==> config.mk <==
export PLATFORM = sky130hd
export DESIGN_NAME = ordered_store_buffer
export DESIGN_NICKNAME = d
export VERILOG_FILES = /design/src/rtl/ordered_store_buffer.sv
export SDC_FILE = /design/constraint.sdc
export NUM_CORES = 1
export LEC_CHECK = 0
export ABC_CLOCK_PERIOD_IN_PS = 4400
export BUFFER_PORTS_ARGS = -buffer_cell sky130_fd_sc_hd__buf_4
export CAP_MARGIN = 10
export CORE_UTILIZATION = 53
export DETAILED_ROUTE_END_ITERATION = 7
export GPL_ROUTABILITY_DRIVEN = 0
export PLACE_DENSITY_LB_ADDON = 0.15
export SETUP_SLACK_MARGIN = 0.5
export SLEW_MARGIN = 25
export SYNTH_ARGS = -nofsm -noshare
export SYNTH_HDL_FRONTEND = slang
export SYNTH_SLANG_ARGS = --single-unit
==> constraint.sdc <==
create_clock -name clk -period 4.4 [get_ports clk]
set_input_delay 0.22 -clock clk [delete_from_list [all_inputs] [get_ports clk]]
set_output_delay 0.22 -clock clk [all_outputs]
set_load 0.05 [all_outputs]
==> src/rtl/ordered_store_buffer.sv <==
module ordered_store_buffer #(
  parameter int AW    = 16,
  parameter int DW    = 16,
  parameter int SW    = 6,
  parameter int DEPTH = 4
) (
  input  logic          clk,
  input  logic          rst_n,
  input  logic          a_valid,
  output logic          a_ready,
  input  logic [AW-1:0] a_addr,
  input  logic [DW-1:0] a_data,
  input  logic [SW-1:0] a_seq,
  input  logic          a_io,
  input  logic          b_valid,
  output logic          b_ready,
  input  logic [AW-1:0] b_addr,
  input  logic [DW-1:0] b_data,
  input  logic [SW-1:0] b_seq,
  input  logic          b_io,
  output logic          m_valid,
  input  logic          m_ready,
  output logic [AW-1:0] m_addr,
  output logic [DW-1:0] m_data,
  output logic [SW-1:0] m_tag,
  output logic          m_io,
  input  logic          sync_req,
  output logic          sync_ack
);
  localparam int PW = (DEPTH > 1) ? $clog2(DEPTH) : 1;
  localparam int EW = SW + AW + DW;

  function automatic logic older(input logic [SW-1:0] x, input logic [SW-1:0] y);
    logic [SW-1:0] d;
    d = x - y;
    return d[SW-1];
  endfunction

  logic [1:0]    v, io, rdy, push, pop, io_go, can, full, empty, pres_old, blk;
  logic [SW-1:0] sq [2];
  logic [SW-1:0] hsq [2];
  logic [EW-1:0] din [2];
  logic [EW-1:0] head [2];
  logic [EW-1:0] mem [2][DEPTH];
  logic [PW-1:0] rp [2];
  logic [PW-1:0] wp [2];
  logic [PW:0]   cnt [2];
  logic          idle, load_ok, sel;

  assign v      = {b_valid, a_valid};
  assign io     = {b_io, a_io};
  assign sq[0]  = a_seq;
  assign sq[1]  = b_seq;
  assign din[0] = {a_seq, a_addr, a_data};
  assign din[1] = {b_seq, b_addr, b_data};

  assign idle    = (&empty) && !m_valid;
  assign load_ok = !m_valid || m_ready;

  always_comb begin
    for (int i = 0; i < 2; i++) begin
      empty[i]    = (cnt[i] == '0);
      full[i]     = (cnt[i] == (PW+1)'(DEPTH));
      head[i]     = mem[i][rp[i]];
      hsq[i]      = head[i][EW-1 -: SW];
      pres_old[i] = v[1-i] && older(sq[1-i], sq[i]);
      blk[i]      = v[1-i] && io[1-i] && older(sq[1-i], sq[i]);
      rdy[i]      = io[i] ? (idle && !pres_old[i]) : (!full[i] && !blk[i]);
      can[i]      = !empty[i] &&
                    (!empty[1-i] || !(v[1-i] && !io[1-i] && older(sq[1-i], hsq[i])));
    end
  end

  assign push  = v & ~io & rdy;
  assign io_go = v & io & rdy;
  assign sel   = can[1] && (!can[0] || older(hsq[1], hsq[0]));
  assign pop[0] = load_ok && !(|io_go) && can[0] && !sel;
  assign pop[1] = load_ok && !(|io_go) && can[1] && sel;

  assign a_ready  = rdy[0];
  assign b_ready  = rdy[1];
  assign sync_ack = sync_req && idle;

  always_ff @(posedge clk) begin
    for (int i = 0; i < 2; i++)
      if (push[i]) mem[i][wp[i]] <= din[i];
  end

  always_ff @(posedge clk) begin
    for (int i = 0; i < 2; i++) begin
      if (!rst_n) begin
        rp[i]  <= '0;
        wp[i]  <= '0;
        cnt[i] <= '0;
      end else begin
        if (push[i]) wp[i] <= (wp[i] == PW'(DEPTH-1)) ? '0 : wp[i] + 1'b1;
        if (pop[i])  rp[i] <= (rp[i] == PW'(DEPTH-1)) ? '0 : rp[i] + 1'b1;
        cnt[i] <= cnt[i] + (PW+1)'(push[i]) - (PW+1)'(pop[i]);
      end
    end
  end

  always_ff @(posedge clk) begin
    if (!rst_n) begin
      m_valid <= 1'b0;
      m_io    <= 1'b0;
      {m_tag, m_addr, m_data} <= '0;
    end else if (|io_go) begin
      m_valid <= 1'b1;
      m_io    <= 1'b1;
      {m_tag, m_addr, m_data} <= io_go[0] ? din[0] : din[1];
    end else if (|pop) begin
      m_valid <= 1'b1;
      m_io    <= 1'b0;
      {m_tag, m_addr, m_data} <= pop[0] ? head[0] : head[1];
    end else if (m_ready) begin
      m_valid <= 1'b0;
    end
  end
endmodule


-- After elaboration in Yosys (flattened, before gate mapping)
Memory sizes are Yosys's and may differ from the RTL's.
Cells that the tools add are included.
- reduce and logical (&&, ||, !) cells: 53
- add/subtract/negate cells: 13
- multiplexer cells: 51
- bitwise logic cells: 15
- equality and inequality tests: 6
- $mul: 0
- div/mod/pow operators: 0
- magnitude comparators: 6
- shift operators: 0
- operator list (cell ; count):
    two-way mux 152 bit ; 2
    two-way mux 38 bit ; 8
    binary-select mux 38 bit (select 2 bit) ; 2
    demux 38 bit (select 2 bit) ; 2
    two-way mux 16 bit ; 4
    subtractor 6 bit ; 5
    logical AND 1 bit ; 26
    two-way mux 1 bit ; 21
    logical NOT 1 bit ; 16
    two-way mux 2 bit ; 8
    greater-or-equal comparator 3 bit, second input constant ; 4
    two-way mux 6 bit ; 2
    NOT 2 -> 3 bit ; 4
    adder 2 x 1 -> 2 bit, second input constant ; 4
    bitwise AND 2 bit ; 4
    == test 2 bit, second input constant ; 4
    adder 3 x 1 -> 3 bit ; 2
    == test 3 bit, second input constant ; 2
    logical NOT 3 bit ; 2
    less-than comparator 3 x 1 -> 1 bit, second input constant ; 2
    two-way mux 3 bit ; 2
    OR 1 bit ; 6
    subtractor 3 x 1 -> 3 bit ; 2
    logical OR 1 bit ; 4
    5 further kinds ; 6
- bits in read-only memories: 0
- bits in writable memories: 318
- register bits: 40
- input bits: 84
- memories: 4
- output and inout bits: 43
- latch bits: 0
- logic and storage cells: 153
- memories (memory ; depth ; bits a word ; read ports ; clocked after Yosys merged registers in ; write ports ; RTL line ; source):
    mem ; 2 ; 152 ; 2 ; 0 ; 2 ; 44 ; logic [EW-1:0] mem [2][DEPTH];
    cnt ; 2 ; 3 ; 2 ; 0 ; 2 ; 47 ; logic [PW:0] cnt [2];
    rp ; 2 ; 2 ; 2 ; 0 ; 2 ; 45 ; logic [PW-1:0] rp [2];
    wp ; 2 ; 2 ; 2 ; 0 ; 2 ; 46 ; logic [PW-1:0] wp [2];

-- Longest topological paths before layout
Gate-level depths: netlist of run 1.
- word-level depth: 18
- mapped depth: 21
- gate-level depth less buffers: 17

-- Worst setup path before layout of run 1
OpenSTA, ideal clock, no wires.
- path type: reg-to-reg
- start: memory rp[1][0] (netlist bit)
- end: memory cnt[0][2] (netlist bit)
- data required time: 4.268 ns
- stages on the path, launching flop included: 21
- setup slack: -0.316 ns
- buffers on the path: 5
- setup time: 0.132 ns
- period minus slack after synthesis: 4.716 ns
- arrival: 4.585 ns
- cells stage by stage: edfxtp_1 -> buf_6 -> clkbuf_1 -> buf_1 -> o21ai_0 -> ha_1 -> and3_1 -> a221oi_1 -> nor4b_1 -> or3_4 -> nand2b_1 -> buf_2 -> nand2_4 -> inv_4 -> buf_6 -> ha_1 -> inv_1 -> ha_1 -> fa_1 -> xnor2_1 -> nor2_1
- RTL lines (what ; RTL line):
    from (decl) ; 45
    to (decl) ; 47

==> results of run 1 <==
==> final cells by class <==
type	count	area [um^2]
Clock inverter	19	240
Timing Repair Buffer	255	2210
Inverter	28	118
Clock buffer	53	1110
Fill cell	1913	9100
Tap cell	384	480
Multi-Input combinational cell	481	5310
Sequential cell	358	10300
==> stage by stage <==
| step | instances | cell area [um^2] | util (%) |
|---|---|---|---|
| final | 1578 | 19800 | 68.5 |
| after floorplan | 929 | 15800 | - |
| after global placement | 1410 | 17300 | 59.8 |
| after detailed placement | 1410 | 17300 | 59.8 |
| after global routing | 1578 | 19800 | 68.5 |
| after CTS | 1570 | 19600 | 67.8 |
==> worst register-to-register path: stages (launching register included) <==
cell and delay, ns:
edfxtp_1 0.50, mux2_2 0.41, o21ai_4 0.20, ha_4 0.25, a21oi_2 0.22, nand4_1 0.20, a2111o_1 0.45, nand3_4 0.10
nor2_2 0.05, or4_4 0.44, inv_4 0.07, ha_4 0.13, inv_4 0.03, ha_4 0.15, fa_1 0.39, xnor2_1 0.17
nor2_1 0.05
==> sequential cells by signal (all words and copies together), names as in the netlist <==
| signal | count |
|---|---|
| cnt | 6 |
| m_addr | 16 |
| m_data | 16 |
| m_io | 1 |
| m_tag | 6 |
| m_valid | 1 |
| mem | 304 |
| rp | 4 |
| wp | 4 |
==> layout by cell type, fill, tap and decap left out, types with 4 or more instances in the layout <==
cell type and instances:
nor3_1 6, nand2_1 16, bufinv_16 5, o221ai_1 7
edfxtp_1 312, nand3_1 40, nand2_2 30, inv_2 4
inv_1 21, mux2i_1 43, o21ai_4 4, nor2_1 14
nor2b_1 4, o22a_1 33, xnor2_1 8, dlygate4sd3_1 76
nor4b_1 4, buf_4 166, and2_2 8, clkinv_1 4
and3_1 4, buf_12 6, clkinv_2 6, nand4_1 37
ha_4 11, o21ai_0 6, clkbuf_16 41, clkbuf_1 8
dfxtp_1 46, o221ai_2 30, buf_6 6, nand2b_1 4
clkbuf_8 4, ha_1 23, mux4_2 72, and2_1 10
==> routing by layer <==
metal | wire (um) | track usage (%) | up-vias
met5 | 0 | 0 | -
met3 | 2670 | 3.77 | 62
met4 | 753 | 7.71 | 0
li1 | - | - | 4244
met2 | 18900 | 42.3 | 411
met1 | 16200 | 36.5 | 4984
==> what timing repair did <==
action / in CTS / in global routing
setup endpoints to repair: 3 / 4
resized for setup: 21 / 20
endpoints found under the hold margin: 304 / 0
pin swaps: 11 / 16
buffers inserted: 12 / 8
hold buffers: 76 / 0
==> worst min-delay path by stage <==
stage,cells after the start,startpoint,end
detailed placement,1,b_addr[10],mem[0][216]
global route,3,rst_n,m_io
CTS,5,m_ready,m_valid
global placement,1,b_addr[12],mem[0][180]
finish,5,m_ready,m_valid
floorplan,0,a_data[0],mem[0][0]
==> cells in the mapped netlist (8+ instances only) <==
cell type    n  area [um^2]
and2_1      18          113
buf_2        8         40.0
clkbuf_1    41          154
dfxtp_1     46          921
edfxtp_1   312         9370
ha_1        34          425
inv_1       27          101
mux2i_1     43          430
mux4_2      72         1620
nand2_1     16         60.1
nand2_2     30          188
nand3_1     43          215
nand4_1     37          231
nor2_1      15         56.3
o21ai_0     10         50.1
o221ai_2    30          450
o22a_1      33          289
xnor2_1      9         78.8
==> where the power goes <==
group | switching (mW) | total (mW) | internal, mW
registers | 0.167 | 4.18 | 4.02
logic | 3.01 | 5.09 | 2.09
clock network | 1.31 | 3.39 | 2.08
total | 4.48 | 12.7 | 8.18
==> logic make-up after synthesis <==
logic type,Yosys count,synth area share [%]
flip-flops,358,65.7
AND/OR/NAND/NOR,201,7.52
multiplexers,119,13.4
XOR/XNOR,12,0.672
AO/OA/AOI/OAI,113,7.19
buffers and inverters,90,2.50
adder cells (fa/ha/maj),36,2.97
==> flow_metrics.tcl, run 1 <==
set metrics [dict create \
    numCtsBuffers 39 \
    status "finished clean" \
    dp_hpwl_mm 22.5 \
    clk_pin_slew_ns 0.06 \
    fmax_mhz 254 \
    yosys_warnings 0 \
    report.final.slew_viol_count 0 \
    vias_per_cell 6.15 \
    setup_viol 0 \
    critPathLaunchType "flip-flop" \
    post-route-drc-count 0 \
    track_usage_pct 26.0 \
    die_x_um 174 \
    period_needed_ns 3.94 \
    clock_latency_ns 0.52 \
    cts_max_path_buffers 3 \
    criticalPathCategory "reg2reg" \
    skew_ns 0.0145 \
    critPathSlowestCell "edfxtp_1" \
    tns_ns 0 \
    ff2ff_setup_slack_ns 0.46 \
    endpoint_kind "flip-flop" \
    die_area_mm2 0.0302 \
    tightestPinTransition_ns 0.758 \
    pre_cts_ws_ns 0.147 \
    cellLeakagePower_nw 7.08 \
    r2r_start "rp[0][1]" \
    synth-async-reset-ratio_pct 0 \
    htreeDepth 2 \
    min_period_over_period_pct 89.5 \
    r2r_end "cnt[1][2]" \
    grt_max_degree 49 \
    vias 9701 \
    core_mm2 0.0289 \
    worstPathRequired_ns 4.78 \
    r2r_cells 16 \
    drt-initial-drc-count 1023 \
    drv_cap 0 \
    synthCells 929 \
    die_h_um 174 \
    clockRootBuffer "clkbuf_16" \
    crit_path_max_fanout 6 \
    pin_count 127 \
    ys_ff_latch 358 \
    netlist_area_mm2 0.0157 \
    clock-sinks 358 \
    grt_setup_unrepaired "yes" \
    start_util_pct 54.2 \
    path_common_cell "ha_4" \
    hold_viol_final 0 \
    syn2layout_area_growth_pct 26.2 \
    routed_wl_mm 38.5 \
    first_global_vias 9900 \
    port_buffers 126 \
    startpoint "rp[0][1]" \
    worst_path_largest_cell_delay_ns 0.50 \
    cts_tree "yes" \
    p_total_mw 12.7 \
    maxSlewHeadroom_pct 49.5 \
    antenna_left 0 \
    avgSynthCellArea_um2 16.8 \
    n_antenna_cell 0 \
    irDropWorstVdd_mv 0.487 \
    crit_end "cnt[1][2]" \
    ys_types 62 \
    grt_antenna_before_repair 0 \
    holdWs_ns 0.285 \
    cp.depth 16 \
    synth_edf_count 312 \
    first_pass_iters 5 \
    arrival_ns 4.32 \
    path_cells "mux2_2 > o21ai_4 > ha_4 > a21oi_2 > nand4_1 > a2111o_1 > nand3_4 > nor2_2 > or4_4 > inv_4 > ha_4 > inv_4 > ha_4 > fa_1 > xnor2_1 > nor2_1" \
    ys_seq_area_share_pct 65.7 \
    power_density_mw_per_mm2 641 \
    synthFlopType "edfxtp_1" \
    fin_nets 1283 \
    min_path_type "in2reg" \
    grt_pass1_wl_mm 58.7 \
    rows 62 \
    cp_top_family "adder cells" \
    syn_nets 1049 \
    wire_per_inst_um 24.4 \
    crit_buf_inv 2 \
    overflow 0 \
    drive_gt1_share_pct 35.8 \
    setup_slack_ns 0.464 \
]
No activity file was read; power rests on OpenSTA's default activity.
==> inputs of run 2 (changes only) <==
==> constraint.sdc (replaced) <==
create_clock -name clk -period 4.4 [get_ports clk]
set_input_delay 0.44 -clock clk [delete_from_list [all_inputs] [get_ports clk]]
set_output_delay 0.44 -clock clk [all_outputs]
set_load 0.05 [all_outputs]
==> run 2 against run 1 <==
Effect of this change: clock skew up 0.0044 ns; sequential cell count unchanged; non-clock buffer count down 79; largest cell class unchanged; highest routed layer unchanged.
==> flow_metrics.tcl, run 2 (same netlist as run 1, synthesis figures left out) <==
set metrics [dict create \
    r2r_end "cnt[1][1]" \
    setup_slack_ns 0.482 \
    r2r_start "rp[1][0]" \
    vias 9346 \
    clockRootBuffer "clkbuf_16" \
    crit_path_max_fanout 3 \
    clk_pin_slew_ns 0.06 \
    track_usage_pct 25.7 \
    cellLeakagePower_nw 6.73 \
    period_needed_ns 3.92 \
    dp_hpwl_mm 22.0 \
    clock-sinks 358 \
    power_density_mw_per_mm2 659 \
    r2r_cells 16 \
    holdWs_ns 0.120 \
    endpoint_kind "flip-flop" \
    design_area_mm2 0.0189 \
    post-route-drc-count 0 \
    drv_cap 0 \
    hold_viol_final 0 \
    first_global_vias 9599 \
    numCtsBuffers 39 \
    drive_gt1_share_pct 37.8 \
    pin_count 127 \
    core_mm2 0.0289 \
    routed_wl_mm 37.7 \
    largest_register_ffs 304 \
    setup_viol 0 \
    final.fill_count 2019 \
    tightestPinTransition_ns 0.784 \
    worst_path_largest_cell_delay_ns 0.52 \
    drt-initial-drc-count 833 \
    skew_ns 0.0189 \
    final_util_pct 65.6 \
    ff2ff_setup_slack_ns 0.48 \
    grt_max_degree 78 \
    seq_area_mm2 0.0103 \
    critPathLaunchType "flip-flop" \
    fin_nets 1204 \
    report.final.slew_viol_count 0 \
    vias_per_cell 6.23 \
    worstPathRequired_ns 4.81 \
    cts_max_path_buffers 3 \
    wire_per_inst_um 25.1 \
    critPathSlowestCell "mux4_2" \
    whs_endpoint "mem[0][51]" \
    final_common_cell "edfxtp_1" \
    placed_area_mm2 0.0173 \
    min_period_over_period_pct 89.0 \
    min_path_type "in2reg" \
    most-common-layout-cells "312 x edfxtp_1, 156 x buf_4, 72 x mux4_2" \
    path_cells "buf_6 > mux4_2 > buf_6 > ha_1 > a21o_1 > a21o_1 > a221oi_4 > xnor2_2 > nor2_1 > or4_4 > inv_2 > ha_4 > inv_2 > ha_4 > fa_1 > and2_1" \
    grt_antenna_before_repair 0 \
    arrival_ns 4.33 \
    rows 62 \
    antenna_left 0 \
    grt_pass1_wl_mm 58.0 \
    min_from "a_data[13]" \
    start_util_pct 54.2 \
    hold_depth 1 \
    n_antenna_cell 0 \
    status "finished clean" \
    htreeDepth 2 \
    die_x_um 174 \
    maxSlewHeadroom_pct 47.7 \
    multiInputGateArea_mm2 0.00528 \
    die_h_um 174 \
    fmax_mhz 255 \
    criticalPathCategory "reg2reg" \
    die_area_mm2 0.0302 \
    irDropWorstVdd_mv 0.651 \
    cts_tree "yes" \
    first_pass_iters 5 \
    pre_cts_ws_ns 0.171 \
    tns_ns 0 \
    overflow 0 \
    grt_setup_unrepaired "yes" \
    clock_latency_ns 0.53 \
    port_buffers 126 \
    syn2layout_area_growth_pct 21.0 \
]
## run 2: cell types whose count changed in the layout (fill, tap and decap cells not counted), sizes merged
| cell | change |
|---|---|
| dlygate4sd3 | -76 |
| clkinv | +6 |
| clkbuf | -4 |
| buf | -3 |
| bufinv | -1 |
| clkinvlp | -1 |
## run 2: area by class of cell
| cell class | instances | share of cell area, % |
|---|---|---|
| clock inverter | 23 | 1.22 |
| inverter | 28 | 0.594 |
| sequential | 358 | 54.3 |
| multi-input combinational | 481 | 27.9 |
| clock buffer | 49 | 5.63 |
| timing repair buffer | 176 | 7.83 |
| tap | 384 | 2.54 |
## run 2: layer usage
layer | share of wire, % | GRT usage [%] | vias up
met5 | 0 | 0 | -
met4 | 2.3 | 7.16 | 0
li1 | - | - | 4088
met1 | 43 | 36.4 | 4817
met2 | 48 | 41.7 | 367
met3 | 6.6 | 3.82 | 74
## run 2: repair_timing
item / 4_1_cts / 5_1_grt
pin swaps: 14 / 17
buffers inserted: 16 / 5
hold buffers: 0 / 0
gates resized for setup: 28 / 10
setup endpoints to repair: 2 / 4
## run 2: power breakdown
part	total, mW	internal (mW)	switching, mW
registers	4.18	4.02	0.165
clock network	3.26	1.96	1.29
logic	5.05	2.07	2.99
## run 2: worst max path at each step
stage / end / from / cells past startpoint
final: cnt[1][1] / rp[1][0] / 16
after global routing: cnt[1][1] / rp[1][0] / 16
after CTS: cnt[1][1] / rp[1][0] / 15
after detailed placement: cnt[1][1] / rp[0][1] / 15
after global placement: cnt[1][1] / rp[0][1] / 15
after floorplan: cnt[0][1] / rp[1][0] / 19
## run 2: worst max-delay path, delay by kind of cell, from the launching register on
kind	cells	cell delay, ns
AO/OA/AOI/OAI	3	0.68
buffers and inverters	4	0.43
AND/OR/NAND/NOR	3	0.70
multiplexers	1	0.52
flip-flops	1	0.44
adder cells (fa/ha/maj)	4	0.90
XOR/XNOR	1	0.15
## run 2: stage by stage
stage	cells	power, mW
after global placement	1406	8.81
final	1499	12.5
after floorplan	929	7.65
after detailed placement	1406	8.88
after CTS	1494	12.4
after global routing	1499	13.0
